`config.mk`:
```
export PLATFORM = sky130hd
export DESIGN_NAME = vec_select
export DESIGN_NICKNAME = d
export VERILOG_FILES = /design/src/rtl/vec_select.sv
export SDC_FILE = /design/constraint.sdc
export NUM_CORES = 1
export LEC_CHECK = 0
export BUFFER_PORTS_ARGS = -buffer_cell sky130_fd_sc_hd__buf_4
export CORE_ASPECT_RATIO = 0.8
export CORE_MARGIN = 2
export CORE_UTILIZATION = 38
export DETAILED_ROUTE_END_ITERATION = 7
export PLACE_DENSITY_LB_ADDON = 0.25
export SYNTH_ARGS = -nofsm -noshare
export SYNTH_HDL_FRONTEND = slang
export SYNTH_SLANG_ARGS = --single-unit
```
`constraint.sdc`:
```
create_clock -name clk -period 1.6 [get_ports clk]
set_input_delay 0.32 -clock clk [delete_from_list [all_inputs] [get_ports clk]]
set_output_delay 0.32 -clock clk [all_outputs]
set_load 0.02 [all_outputs]
```
`src/rtl/vec_select.sv`:
```
module vec_select (
  input  logic        clk,
  input  logic        rst_n,
  input  logic [15:0] set_pulse,
  input  logic        en_we,
  input  logic [15:0] en_wdata,
  input  logic        trap_req,
  input  logic [3:0]  page,
  input  logic        sel,
  output logic        vld,
  output logic [15:0] ack,
  output logic [15:0] vec_addr
);
  localparam logic [15:0] USABLE = 16'h1C7C;

  logic [15:0] en_q, pend_q, act, win_oh, clr;
  logic [3:0]  win_idx;
  logic        trap_q;

  assign act = (pend_q & en_q & USABLE) | {15'b0, trap_q};

  always_comb begin
    win_idx = 4'd15;
    for (int i = 15; i >= 0; i--)
      if (act[i]) win_idx = 4'(i);
  end

  assign win_oh = (|act) ? (16'd1 << win_idx) : 16'd0;
  assign clr    = sel ? win_oh : 16'd0;

  always_ff @(posedge clk or negedge rst_n) begin
    if (!rst_n) begin
      en_q     <= '0;
      pend_q   <= '0;
      trap_q   <= 1'b0;
      vld      <= 1'b0;
      ack      <= '0;
      vec_addr <= 16'h00E0;
    end else begin
      if (en_we) en_q <= en_wdata;
      pend_q <= ((pend_q & ~clr) | set_pulse) & USABLE;
      trap_q <= (trap_q & ~clr[0]) | trap_req;
      vld    <= sel;
      ack    <= clr;
      if (sel) vec_addr <= {4'h0, page, 8'hFE - {3'b0, win_idx, 1'b0}};
    end
  end
endmodule


```
Yosys cells after proc, flatten, opt, wreduce, memory -nomap -nowiden
Cells that the tools add are included.
{"block": "word_totals", "reg_bits": 51, "out_inout_bits": 33, "wordCells": 34}
{"block": "classes", "add_sub_neg": 1, "n_shift": 1, "mux": 17, "bitwise_logic": 8, "reduce_logical": 1}
{"operator": "4-bit two-way mux", "n": 11}
{"operator": "16-bit two-way mux", "n": 2}
{"operator": "13-bit bitwise AND", "n": 2}
{"operator": "16-bit OR reduction", "n": 1}
{"operator": "1-bit by 4-bit << shifter with 16-bit output, first input constant", "n": 1}
{"operator": "13-bit inverter", "n": 1}
{"operator": "13-bit by 1-bit OR with 13-bit output", "n": 1}
{"operator": "13-bit OR", "n": 1}
{"operator": "2-bit by 6-bit subtractor with 7-bit output, first input constant", "n": 1}
{"operator": "2-bit two-way mux", "n": 2}
{"operator": "3-bit two-way mux", "n": 1}
{"operator": "1-bit bitwise AND", "n": 1}
{"operator": "1-bit two-way mux", "n": 1}
{"operator": "1-bit inverter", "n": 1}
{"operator": "1-bit OR", "n": 1}

Depth between registers and ports, before layout
{"block": "logic_depth", "word_depth": 21, "depth_mapped": 4}

Least setup slack after synthesis
No wires, ideal clock.
{"block": "synth_timing", "kind": "register -> register", "from": "register pend_q[4]", "to": "register pend_q[10]", "setup_ps": 126, "arrival_ps": 1260, "required_time_ps": 1474, "setup_slack_ps": 214, "path_stages_with_launch": 5, "path_buffers": 0, "period_less_slack_ps": 1386, "path_cell_list": "dfrtp_1 -> a22oi_4 -> a21boi_4 -> nand2_2 -> o32a_1"}
{"block": "synth_between", "elab_chain_len": 13, "word_cells_on_any_way": 14, "classes_between": "1 x shift; 7 x mux; 5 x bitwise; 1 x reduce/logical"}
{"element": "start, declared", "line": "16", "rtl": "logic [15:0] en_q, pend_q, act, win_oh, clr;"}
{"element": "start signal, assigned", "line": "41", "rtl": "pend_q <= ((pend_q & ~clr) | set_pulse) & USABLE;"}
{"element": "13-bit bitwise AND *", "line": "20", "rtl": "assign act = (pend_q & en_q & USABLE) | {15'b0, trap_q};"}
{"element": "13-bit by 1-bit OR with 13-bit output *", "line": "20"}
{"element": "4-bit two-way mux (5 in series)", "line": "25", "rtl": "if (act[i]) win_idx = 4'(i);"}
{"element": "1-bit by 4-bit << shifter with 16-bit output", "line": "28", "rtl": "assign win_oh = (|act) ? (16'd1 << win_idx) : 16'd0;"}
{"element": "16-bit two-way mux *", "line": "28"}
{"element": "16-bit two-way mux *", "line": "29", "rtl": "assign clr = sel ? win_oh : 16'd0;"}
{"element": "13-bit inverter *", "line": "41"}
{"element": "13-bit bitwise AND *", "line": "41"}
{"element": "13-bit OR *", "line": "41"}
Every way passes the cells marked *; elsewhere a longest branch is shown, timed or not.
A chain may end at the register's enable or synchronous reset.

Final worst setup path
{"block": "layout_timing", "from": "register pend_q[6]", "to": "register pend_q[11]"}
{"block": "layout_between", "elab_chain_len": 15, "word_cells_on_any_way": 16, "classes_between": "1 x shift; 9 x mux; 5 x bitwise; 1 x reduce/logical"}
{"element": "13-bit bitwise AND *", "line": "20"}
{"element": "13-bit by 1-bit OR with 13-bit output *", "line": "20"}
{"element": "4-bit two-way mux (7 in series)", "line": "25"}
{"element": "1-bit by 4-bit << shifter with 16-bit output", "line": "28"}
{"element": "16-bit two-way mux *", "line": "28"}
{"element": "16-bit two-way mux *", "line": "29"}
{"element": "13-bit inverter *", "line": "41"}
{"element": "13-bit bitwise AND *", "line": "41"}
{"element": "13-bit OR *", "line": "41"}
Marks and branches as above.

==> results by group <==
Place
  – Detail Placement HPWL: 2340 µm
  – PortBufs: 49
  – Dpl cells: 240
  – Routability cong.: 0.840

Final layout
  – FILL cells: 383
  – Final core occ: 0.516
  – Final Non-Filler Cells: 247
  – Ratio of cells with drive above 1 in the final layout: 0.400
  – Final #Nets: 231
  – Layout area overhead: 31.1%
  – Ant. Diodes: 0

Yosys
  – Post-synthesis simple-gate area fraction: 0.105
  – Ys flop type: dfrtp_1
  – Yosys warnings: 0
  – Flops & latches, synth: 42
  – Most common cell in the synthesized netlist: dfrtp_1
  – Top-area cell type share of the netlist area: 0.639
  – Syn avg cell area: 12.8 µm²
  – Mapped Cells: 129
  – Commonest cells post-synth: dfrtp_1, nand2_1, mux2_2
  – Post-synthesis adder-cell area fraction: 0
  – Largest family of logic cells by synthesized area: compound AO/OA/AOI/OAI gates
  – Async S/R FF share, synth: 1.00
  – Cell taking the most area after synthesis: dfrtp_1
  – Post-synthesis cell area: 1650 µm²
  – Mux share of post-synthesis cell area: 0.0821
  – Ranking of synthesized cells by area: dfrtp_1, mux2_2, buf_4
  – Xor/xnor share of the synthesized area: 0
  – Compound-Gate Fraction of Synth Area: 0.115
  – Sequential area share after synthesis: 0.639
  – EDFF count, synth: 0
  – Netlist cell types: 33

Power
  – Maximum vdd drop: 362 µV
  – PD cells: 975 nW/µm²
  – Final Total Pwr: 2.10 mW
  – LEAKAGE: 1.06 nW

Global route
  – Largest net degree at the start of global routing: 43
  – Remaining global-route overflow: 0
  – Vias in the first global route: 1155
  – GR Util All Layers: 0.141
  – Initial antenna violation count: 0
  – First-pass GRT wire length: 5290 µm

STA
  – Slew @ Worst Pin: 512 ps
  – Pins Over Slew Limit: 0
  – RSZ-0062 raised after global routing: no
  – Final TNS setup: 0 ps
  – Final Hold Fails: 0
  – Post-route minimum period: 1470 ps
  – Final setup fails: 0
  – Max Clk Rate: 680 MHz
  – Tcrit/Tclk final: 0.919
  – Clk_skew: 2.46 ps
  – Max-slew headroom at the worst pin: 0.658

CTS
  – Post-CTS setup buffer count: 0
  – Reg clk slew, reported paths: 70 ps
  – Max Buffers Root-to-Sink: 2
  – Worst-Skew Late Latency: 280 ps
  – Cts repair resizes: 0
  – Clock buffer count from CTS: 5
  – H-tree levels: 2
  – Cts hold-fix bufs: 0
  – CTS root buffer: clkbuf_8
  – TritonCTS clock tree: done
  – Sink Count: 42

Route
  – DR iter-0 viols: 100
  – Drt drc: 0
  – Vias post-DR: 1132
  – Vias per Instance: 4.58
  – DRT Pass-1 Iters: 4
  – Drt total wl: 3110 µm
  – Post-route ant nets: 0
  – Routed WL per cell: 12.6 µm

Die
  – CORE AREA: 4180 µm²
  – IO Pins: 74
  – Initial Util: 0.394
  – Total die area: 4880 µm²
  – Chip width: 77.6 µm
  – Row count: 21
  – Die height: 62.9 µm

Setup path
  – Critical setup path kind: reg -> reg
  – WP buf/inv: 0
  – Crit path from: pend_q[6]
  – FF-to-FF Start: pend_q[6]
  – Crit-path cells: a22o_2, a31oi_1, a21oi_1, a211o_1
  – Crit path DAT: 1640 ps
  – Slowest stage cell, crit path: dfrtp_1
  – CP top delay family: compound AO/OA/AOI/OAI gates
  – CP Data Required Time: 1770 ps
  – CP Capture Type: flop
  – Worst setup SP type: flop
  – Crit-path max FO: 4
  – Critical Path Max Stage Delay: 440 ps

Run
  – Max-cap violations: 0

Outcome
  – Run status: finished clean

Hold path
  – Type of the most critical hold path: in -> async
## state kept, by name, indices dropped and copies added (netlist names)
signal and flops:
vec_addr 8, trap_q 1, ack 16, vld 1
pend_q 8, en_q 8
## report_power, final
part           internal, mW  switching, mW  total, mW
clock                 0.300          0.317      0.617
sequential             1.12         0.0417       1.16
combinational         0.150          0.173      0.323
## metal layers
metal,up-vias,global-route usage,wire (µm)
met2,40,0.226,1510
met1,545,0.172,1360
met5,-,0,0
met4,0,0.0558,63
li1,537,-,-
met3,10,0.0520,179
## cell families (layout without fill, tap and decap cells)
group | Yosys count | in the layout
compound gates | 23 | 23
mux | 12 | 12
simple gates | 34 | 34
other cells | 2 | 15
buf+inv | 16 | 64
flops | 42 | 42
## cell usage in the layout (no fill, tap or decap), types with 2 or more instances in the layout
cell type	instances
nand2b_1	2
dfrtp_1	42
a21oi_1	6
nand2_1	13
o21bai_1	3
nand3_1	2
mux2_2	12
inv_1	6
nand4_1	2
clkbuf_8	5
clkbuf_1	2
nor2_1	7
a21o_1	3
buf_4	51
conb_1	15
## metrics by stage
| stage | instance area [µm²] | hold WS, ps | setup slack, ps |
|---|---|---|---|
| 6_report | 2160 | 8.50 | 129 |
| 4_1_cts | 2160 | 19.7 | 142 |
| 3_3_place_gp | 2080 | 322 | 182 |
| 2_1_floorplan | 1690 | 24.4 | 214 |
| 5_1_grt | 2160 | 39.9 | 54.4 |
| 3_5_place_dp | 2080 | 333 | 153 |
## worst register-to-register path: cells and delay by family (launching register included)
kind / cells / cell delay, ps
AOI/OAI and AO/OA: 4 / 920
DFF: 1 / 440
## final timing paths
| check | end | depth (start not counted) | slack [ps] |
|---|---|---|---|
| worst max-delay path | pend_q[11] | 4 | 130 |
| worst min-delay path | ack[14] | 1 | 8 |
| worst max register to register | pend_q[11] | 4 | 130 |
| worst min register to register | pend_q[3] | 1 | 490 |
| max in group asynchronous | vec_addr[4] | 1 | 1240 |
| min in group clk | trap_q | 2 | 210 |
## final cells by class
type	instances	area, µm²	area share
timing repair buffer	51	383	0.177
multi-input combinational	84	553	0.256
inverter	6	22.5	0.0104
clock buffer	7	76.3	0.0354
tap	57	71.3	0.0331
sequential	42	1050	0.487
Note: power is estimated with default switching activity, not from simulation.
